## src/rtl/iicr_pkg.sv

```systemverilog
package iicr_pkg;

    typedef enum logic [2:0] {
        ST_IDLE     = 3'd0,
        ST_RX_LOW   = 3'd1,
        ST_RX_WAIT  = 3'd2,
        ST_RX_HIGH  = 3'd3,
        ST_ACK_LOW  = 3'd4,
        ST_ACK_WAIT = 3'd5,
        ST_ACK_HIGH = 3'd6
    } iicr_state_e;

endpackage

```

## src/rtl/iicr_baud.sv

```systemverilog
module iicr_baud #(
    parameter int CNT_W      = 8,
    parameter int RELOAD_RST = 4
) (
    input  logic             clk,
    input  logic             rst_n,
    input  logic             run,
    input  logic [CNT_W-1:0] reload,
    output logic             tick
);

    logic [CNT_W-1:0] cnt_q;

    assign tick = run && (cnt_q == '0);

    always_ff @(posedge clk or negedge rst_n) begin
        if (!rst_n) begin
            cnt_q <= CNT_W'(RELOAD_RST);
        end else if (!run || tick) begin
            cnt_q <= reload;
        end else begin
            cnt_q <= cnt_q - 1'b1;
        end
    end

    // a rollover restarts the period from the reload value
    p_reload_after_tick_r1: assert property (@(posedge clk) disable iff (!rst_n)
        tick |=> (cnt_q == $past(reload)));

    // a stopped counter sits at the reload value
    p_idle_holds_reload_r1: assert property (@(posedge clk) disable iff (!rst_n)
        !run |=> (cnt_q == $past(reload)));

endmodule

```

## src/rtl/iicr_seq.sv

```systemverilog
module iicr_seq
    import iicr_pkg::*;
#(
    parameter int BITS = 8
) (
    input  logic            clk,
    input  logic            rst_n,
    input  logic            rcv_go,
    input  logic            ack_go,
    input  logic            ack_bit,
    input  logic            tick,
    input  logic            scl_i,
    input  logic            sda_i,
    output logic            run,
    output logic            scl_low_o,
    output logic            sda_low_o,
    output logic            rcv_busy,
    output logic            ack_busy,
    output logic            done,
    output logic [BITS-1:0] shift_q
);

    localparam int CW = (BITS > 1) ? $clog2(BITS) : 1;

    iicr_state_e   state_q, state_d;
    logic [CW-1:0] bit_cnt_q;
    logic          park_q;
    logic          ackv_q;
    logic          last_bit;

    assign last_bit = (bit_cnt_q == CW'(BITS - 1));

    // next state
    always_comb begin
        state_d = state_q;
        unique case (state_q)
            ST_IDLE: begin
                if (rcv_go)      state_d = ST_RX_LOW;
                else if (ack_go) state_d = ST_ACK_LOW;
            end
            ST_RX_LOW:   if (tick)  state_d = ST_RX_WAIT;
            ST_RX_WAIT:  if (scl_i) state_d = ST_RX_HIGH;
            ST_RX_HIGH:  if (tick)  state_d = last_bit ? ST_IDLE : ST_RX_LOW;
            ST_ACK_LOW:  if (tick)  state_d = ST_ACK_WAIT;
            ST_ACK_WAIT: if (scl_i) state_d = ST_ACK_HIGH;
            ST_ACK_HIGH: if (tick)  state_d = ST_IDLE;
            default:                state_d = ST_IDLE;
        endcase
    end

    // state register
    always_ff @(posedge clk or negedge rst_n) begin
        if (!rst_n) state_q <= ST_IDLE;
        else        state_q <= state_d;
    end

    // datapath registers
    always_ff @(posedge clk or negedge rst_n) begin
        if (!rst_n) begin
            bit_cnt_q <= '0;
            shift_q   <= '0;
            park_q    <= 1'b0;
            ackv_q    <= 1'b0;
        end else begin
            if (state_q == ST_IDLE && rcv_go) begin
                bit_cnt_q <= '0;
            end else if (state_q == ST_RX_HIGH && tick && !last_bit) begin
                bit_cnt_q <= bit_cnt_q + 1'b1;
            end
            if (state_q == ST_RX_WAIT && scl_i) begin
                shift_q <= {shift_q[BITS-2:0], sda_i};
            end
            if (state_q == ST_IDLE && !rcv_go && ack_go) begin
                ackv_q <= ack_bit;
            end
            if (done || (state_q == ST_ACK_HIGH && tick)) begin
                park_q <= 1'b1;
            end
        end
    end

    // outputs
    always_comb begin
        run       = 1'b0;
        scl_low_o = 1'b0;
        sda_low_o = 1'b0;
        rcv_busy  = 1'b0;
        ack_busy  = 1'b0;
        unique case (state_q)
            ST_IDLE:     scl_low_o = park_q;
            ST_RX_LOW:   begin run = 1'b1; scl_low_o = 1'b1; rcv_busy = 1'b1; end
            ST_RX_WAIT:  rcv_busy = 1'b1;
            ST_RX_HIGH:  begin run = 1'b1; rcv_busy = 1'b1; end
            ST_ACK_LOW:  begin run = 1'b1; scl_low_o = 1'b1; ack_busy = 1'b1; sda_low_o = !ackv_q; end
            ST_ACK_WAIT: begin ack_busy = 1'b1; sda_low_o = !ackv_q; end
            ST_ACK_HIGH: begin run = 1'b1; ack_busy = 1'b1; sda_low_o = !ackv_q; end
            default:     scl_low_o = 1'b0;
        endcase
    end

    assign done = (state_q == ST_RX_HIGH) && tick && last_bit;

    // SDA left released while bits come in
    p_sda_free_rx_r2: assert property (@(posedge clk) disable iff (!rst_n)
        rcv_busy |-> !sda_low_o);

    // high-phase timing waits for the pin
    p_wait_holds_r8: assert property (@(posedge clk) disable iff (!rst_n)
        (state_q == ST_RX_WAIT && !scl_i) |=> (state_q == ST_RX_WAIT));

    // acknowledge ends with SCL pulled low
    p_ack_parks_r7: assert property (@(posedge clk) disable iff (!rst_n)
        $fell(ack_busy) |-> scl_low_o);

endmodule

```

## src/rtl/iicr_status.sv

```systemverilog
module iicr_status #(
    parameter int DATA_W = 8
) (
    input  logic              clk,
    input  logic              rst_n,
    input  logic              done,
    input  logic [DATA_W-1:0] shift_byte,
    input  logic              rcv_busy,
    input  logic              buf_wr,
    input  logic [DATA_W-1:0] buf_wdata,
    input  logic              buf_rd,
    input  logic              clr_ovf,
    input  logic              clr_wcol,
    input  logic              clr_irq,
    output logic [DATA_W-1:0] buf_q,
    output logic              full_q,
    output logic              ovf_q,
    output logic              wcol_q,
    output logic              irq_q
);

    always_ff @(posedge clk or negedge rst_n) begin
        if (!rst_n) begin
            buf_q  <= '0;
            full_q <= 1'b0;
            ovf_q  <= 1'b0;
            wcol_q <= 1'b0;
            irq_q  <= 1'b0;
        end else begin
            if (done) begin
                if (!full_q) buf_q <= shift_byte;
            end else if (buf_wr && !rcv_busy) begin
                buf_q <= buf_wdata;
            end
            full_q <= (done && !full_q) || (full_q && !buf_rd);
            ovf_q  <= (ovf_q && !clr_ovf) || (done && full_q);
            wcol_q <= (wcol_q && !clr_wcol) || (buf_wr && rcv_busy);
            irq_q  <= (irq_q && !clr_irq) || done;
        end
    end

endmodule

```

## src/rtl/iic_byte_receiver.sv

```systemverilog
module iic_byte_receiver #(
    parameter int CNT_W      = 8,
    parameter int RELOAD_RST = 4,
    parameter int DATA_W     = 8
) (
    input  logic              clk,
    input  logic              rst_n,
    input  logic              reload_we,
    input  logic [CNT_W-1:0]  reload_wdata,
    input  logic              rcv_go,
    input  logic              ack_go,
    input  logic              ack_bit,
    input  logic              buf_wr,
    input  logic [DATA_W-1:0] buf_wdata,
    input  logic              buf_rd,
    input  logic              clr_ovf,
    input  logic              clr_wcol,
    input  logic              clr_irq,
    output logic [DATA_W-1:0] rd_data,
    output logic              buf_full,
    output logic              ovf_flag,
    output logic              wcol_flag,
    output logic              irq_flag,
    output logic              rcv_busy,
    output logic              ack_busy,
    input  logic              scl_i,
    output logic              scl_low_o,
    input  logic              sda_i,
    output logic              sda_low_o
);

    logic [CNT_W-1:0]  reload_q;
    logic              run, tick, done;
    logic [DATA_W-1:0] shift_byte;

    always_ff @(posedge clk or negedge rst_n) begin
        if (!rst_n)         reload_q <= CNT_W'(RELOAD_RST);
        else if (reload_we) reload_q <= reload_wdata;
    end

    iicr_baud #(.CNT_W(CNT_W), .RELOAD_RST(RELOAD_RST)) u_baud (
        .clk(clk), .rst_n(rst_n), .run(run), .reload(reload_q), .tick(tick)
    );

    iicr_seq #(.BITS(DATA_W)) u_seq (
        .clk(clk), .rst_n(rst_n), .rcv_go(rcv_go), .ack_go(ack_go),
        .ack_bit(ack_bit), .tick(tick), .scl_i(scl_i), .sda_i(sda_i),
        .run(run), .scl_low_o(scl_low_o), .sda_low_o(sda_low_o),
        .rcv_busy(rcv_busy), .ack_busy(ack_busy), .done(done),
        .shift_q(shift_byte)
    );

    iicr_status #(.DATA_W(DATA_W)) u_status (
        .clk(clk), .rst_n(rst_n), .done(done), .shift_byte(shift_byte),
        .rcv_busy(rcv_busy), .buf_wr(buf_wr), .buf_wdata(buf_wdata),
        .buf_rd(buf_rd), .clr_ovf(clr_ovf), .clr_wcol(clr_wcol),
        .clr_irq(clr_irq), .buf_q(rd_data), .full_q(buf_full),
        .ovf_q(ovf_flag), .wcol_q(wcol_flag), .irq_q(irq_flag)
    );

    // completion leaves SCL parked low with the flags raised
    p_done_flags_r3: assert property (@(posedge clk) disable iff (!rst_n)
        $fell(rcv_busy) |-> (buf_full && irq_flag && scl_low_o));

    // overflow only appears when a byte completes
    p_no_overflow_r5: assert property (@(posedge clk) disable iff (!rst_n)
        $rose(ovf_flag) |-> $fell(rcv_busy));

    // a write during reception is flagged
    p_wcol_set_r6: assert property (@(posedge clk) disable iff (!rst_n)
        (buf_wr && rcv_busy) |=> wcol_flag);

    // a read outside reception empties the buffer
    p_rd_clears_r4: assert property (@(posedge clk) disable iff (!rst_n)
        (buf_rd && !rcv_busy) |=> !buf_full);

    // a receive command during acknowledge does not start
    p_busy_cmd_r9: assert property (@(posedge clk) disable iff (!rst_n)
        (ack_busy && rcv_go) |=> !rcv_busy);

endmodule

```

## config.mk

```make
export PLATFORM = sky130hd
export DESIGN_NAME = iic_byte_receiver
export DESIGN_NICKNAME = d
export VERILOG_FILES = /design/src/rtl/iicr_pkg.sv /design/src/rtl/iicr_baud.sv /design/src/rtl/iicr_seq.sv /design/src/rtl/iicr_status.sv /design/src/rtl/iic_byte_receiver.sv
export SDC_FILE = /design/constraint.sdc
export NUM_CORES = 1
export LEC_CHECK = 0
export ABC_CLOCK_PERIOD_IN_PS = 8980
export BUFFER_PORTS_ARGS = -buffer_cell sky130_fd_sc_hd__buf_2
export CAP_MARGIN = 40
export CORE_ASPECT_RATIO = 2
export CORE_MARGIN = 1.5
export CORE_UTILIZATION = 50
export DETAILED_ROUTE_END_ITERATION = 8
export GPL_TIMING_DRIVEN = 0
export HOLD_SLACK_MARGIN = 0.03
export PLACE_DENSITY = 0.7
export SYNTH_ARGS = -nofsm -noshare
export SYNTH_HDL_FRONTEND = slang
export SYNTH_HIERARCHICAL = 1
export SYNTH_SLANG_ARGS = --single-unit
```

## constraint.sdc

```tcl
create_clock -name clk -period 8.98 [get_ports clk]
set_input_delay 2.245 -clock clk [delete_from_list [all_inputs] [get_ports clk]]
set_output_delay 2.245 -clock clk [all_outputs]
set_load 0.005 [all_outputs]
```

==> Flow_metrics.wiki <==
{| class="wikitable"
! Metric !! Value
|-
| Result of the run || finished, final reports clean
|-
| Clock buffer count from CTS || 5
|-
| Detailed-route DRC error count || 0
|-
| Min cycle time layout || 3.76 ns
|-
| Commonest cells in the netlist || dfrtp_1 (42), inv_1 (21), mux2_4 (16)
|-
| Clock tree root driver cell || clkbuf_8
|-
| Leading register cell type out of synthesis || dfrtp_1
|-
| Final-layout setup total negative slack || 0 ns
|-
| Worst EP required || 6.74 ns
|-
| Combinational share of power || 39.4%
|-
| Max-cap violations || 0
|-
| Cell class contributing the biggest share of worst-path delay || buffers and inverters
|-
| Tcrit/Tclk final || 41.9%
|-
| Mean instance size in the synthesized netlist || 11.6 µm²
|-
| Flip-flop and latch count after synthesis || 44
|-
| Crit path max-delay cell type || dfrtp_1
|-
| CTS tree || yes
|-
| Total wire length after detailed routing || 5000 µm
|-
| Count of antenna diodes in the layout || 0
|-
| P per Cell Area || 252 nW/µm²
|-
| Int Power || 453 µW
|-
| Antenna Violating Nets Remaining || 0
|-
| Power Total || 709 µW
|-
| Wirelength per Cell || 15.9 µm
|-
| Share of flip-flops with an asynchronous set or reset after synthesis || 100%
|-
| Pin slew with the least headroom to its limit || 0.838 ns
|-
| Yosys cell types || 47
|-
| Hold bufs inserted after CTS || 0
|-
| Clock Skews || 0.00155 ns
|-
| Count of input and output buffers || 43
|-
| Number of instances in the synthesized netlist || 207
|-
| Sequential cell area || 1100 µm²
|-
| Number of instances resized during post-cts repair || 0
|-
| Largest net degree at the start of global routing || 35
|-
| Count of flip-flops with a built-in enable after synthesis || 0
|-
| Crit start category || flop
|-
| Most frequently used cell type in the post-synthesis netlist || dfrtp_1
|-
| Biggest cell delay along the critical path || 0.33 ns
|-
| Area occupied by multi-input gates || 1140 µm²
|-
| Cell types occupying the most area after synthesis || dfrtp_1 (44%), mux2_4 (10%), nor4b_2 (4.4%), nor3b_1 (3.7%), a311oi_1 (3.3%)
|-
| Worst slew margin relative to its limit || 43.7%
|-
| GR Overflow Total || 0
|-
| Clock network power share || 18.9%
|-
| Peak fanout along the critical path || 10
|-
| I/O pin count || 45
|-
| Number of antenna violations at the first check in global routing || 0
|-
| Vias in the first global route || 1804
|-
| Initial core utilization || 52.4%
|-
| Number of levels the H-tree was split into || 2
|-
| Net count reported at finish || 291
|-
| Detailed Route Iter0 Violations || 40
|-
| Number of inserted filler cells in the final layout || 395
|-
| Sink Count || 44
|-
| Total number of placement rows || 35
|-
| Total vias in the final route || 1737
|-
| Synth Net Count || 240
|-
| Kind of critical path || flop to output pin
|-
| Post-CTS Setup Repair Bufs || 0
|-
| 1st-pass router iterations || 4
|-
| Via-to-Cell Ratio || 5.53
|-
| Ordered cell list for the critical path || buf_2, buf_2, nor3_1, a211oi_1, buf_2
|-
| Leading area contributor after synthesis || dfrtp_1
|-
| Post-synthesis instance area || 2410 µm²
|-
| Layout cell share with drive strength beyond 1 || 38.2%
|-
| Count of pins over their slew limit || 0
|-
| Clock Path Buffers || 2
|-
| Share of the synthesized area in the top cell type || 43.6%
|-
| Clock-pin transition on the worst setup and hold timing paths || 0.09 ns
|-
| Fin. Hold Viols || 0
|-
| Type of the most critical hold path || flop to flop
|-
| Number of warnings issued by yosys || 6
|-
| Post-detailed-placement half-perimeter wirelength || 3780 µm
|-
| Clock insertion delay at the later pin of the skew report || 0.30 ns
|-
| Die ar. || 5270 µm²
|-
| GP Congestion || 0.771
|-
| Switch Pwr || 257 µW
|-
| Register share of total power || 41.7%
|-
| Leakage power figure || 0.00137 µW
|-
| Arrival time reported for the critical path endpoint || 1.52 ns
|-
| Wire length of the first global-routing pass || 8270 µm
|-
| Most numerous cell on the critical path || buf_2
|-
| Portion of the post-synthesis area used by sequential elements || 45.8%
|-
| Maximum operating frequency || 266 MHz
|-
| Worst supply voltage drop on vdd || 0.000166 V
|-
| Global router's overall resource usage || 21.0%
|-
| Switching part of the total power || 36.2%
|-
| Setup crit end kind || output pin
|-
| Horizontal extent of the die || 52.1 µm
|-
| Overall die height || 101 µm
|-
| Area growth from synthesis to layout || 16.6%
|-
| RSZ-0062 raised after global routing || false
|-
| Core Box Area || 4600 µm²
|-
| Setup violation total in the final timing report || 0
|-
| Worst path buffer plus inverter count || 3
|}
power groups by stage:
| stage | Clock [µW] | Combinational (µW) | Sequential, µW |
|---|---|---|---|
| after floorplan | 0 | 208 | 290 |
| after global placement | 0 | 274 | 298 |
| after detailed placement | 0 | 281 | 299 |
| after CTS | 140 | 283 | 296 |
| after global routing | 147 | 312 | 304 |
| final | 134 | 279 | 296 |
placed cells by master (no fill, tap or decap), types with 3 or more instances in the layout:
cell and n:
a21oi_1 3, a22oi_1 4, a311oi_1 9, buf_2 49, buf_6 4, clkbuf_1 3
clkbuf_8 6, dfrtp_1 42, ha_1 4, inv_1 21, mux2_2 4, mux2_4 16
mux2i_1 4, nand2_1 5, nor2_1 7, nor3_1 7, nor3b_1 12, nor4b_2 7
o21ai_0 5, o21ai_1 6, xor2_1 5
worst register-to-register path, cell delays in order, from the launching register on:
cell	delay, ns
dfrtp_1	0.33
buf_2	0.21
buf_2	0.26
xor2_1	0.43
inv_1	0.11
nor3_1	0.71
nand3_2	0.15
nor3b_1	0.25
clkbuf_1	0.34
buf_2	0.35
nor3b_1	0.29
a311oi_1	0.08
path summary, 6_finish.rpt:
kind,end,depth (start not counted),slack (ns),start
worst max-delay path,scl_low_o,5,5.22,u_seq/state_q[2]$_DFFE_PN0P_
worst min-delay path,u_status/irq_q$_DFF_PN0_,1,0.48,u_status/irq_q$_DFF_PN0_
worst max register to register,u_status/buf_q[3]$_DFFE_PN0P_,11,5.34,u_seq/state_q[2]$_DFFE_PN0P_
worst min register to register,u_status/irq_q$_DFF_PN0_,1,0.48,u_status/irq_q$_DFF_PN0_
max in group asynchronous,u_baud/cnt_q[2]$_DFF_PN1_,2,6.63,rst_n
min in group asynchronous,u_seq/shift_q[1]$_DFFE_PN0P_,1,1.81,rst_n
stage by stage:
stage | std cells | instance area [µm²] | setup WS [ns] | utilization (%) | hold WS (ns)
2_1_floorplan | 207 | 2410 | 5.72 | - | 0.443
3_3_place_gp | 305 | 2690 | 5.39 | 58.6 | 0.454
3_5_place_dp | 306 | 2710 | 5.36 | 59.0 | 0.462
4_1_cts | 314 | 2810 | 5.19 | 61.1 | 0.482
5_1_grt | 314 | 2810 | 4.97 | 61.1 | 0.512
6_report | 314 | 2810 | 5.22 | 61.1 | 0.480
registers in the layout, summed over array words and instances (netlist names):
name,count
u_status/wcol_q,1
u_status/buf_q,8
u_status/irq_q,1
u_seq/shift_q,8
u_seq/state_q,3
u_seq/park_q,1
u_seq/bit_cnt_q,3
u_status/full_q,1
u_status/ovf_q,1
u_baud/cnt_q,8
reload_q,8
u_seq/ackv_q,1
final cells by class:
cell class / instances / area share, %
flip-flops and latches: 44 / 39.3
plain buffers: 13 / 3.07
multi-input cells: 129 / 40.6
clock buffers: 6 / 2.94
inverters: 21 / 2.80
repair buffers: 44 / 8.37
well taps: 55 / 2.45
clock inverters: 2 / 0.490
layer usage:
metal | up-vias | global-route usage [%] | wire length (µm)
met1 | 845 | 23.6 | 1950
met2 | 36 | 38.6 | 2800
li1 | 850 | - | -
met4 | 0 | 6.68 | 69
met5 | - | 0 | 0
met3 | 6 | 3.69 | 179
logic make-up (layout without fill, tap and decap cells):
kind of cell / Yosys count / after routing / share of synthesized area (%)
AOI/OAI and AO/OA: 39 / 39 / 11.9
xor gates and xnor gates: 5 / 5 / 1.82
adders and majority gates: 4 / 4 / 2.08
buffers and inverters: 34 / 86 / 6.85
DFF: 44 / 44 / 45.8
muxes: 25 / 25 / 14.0
and+or+nand+nor: 56 / 56 / 17.6
No activity file was read; power rests on OpenSTA's default activity.
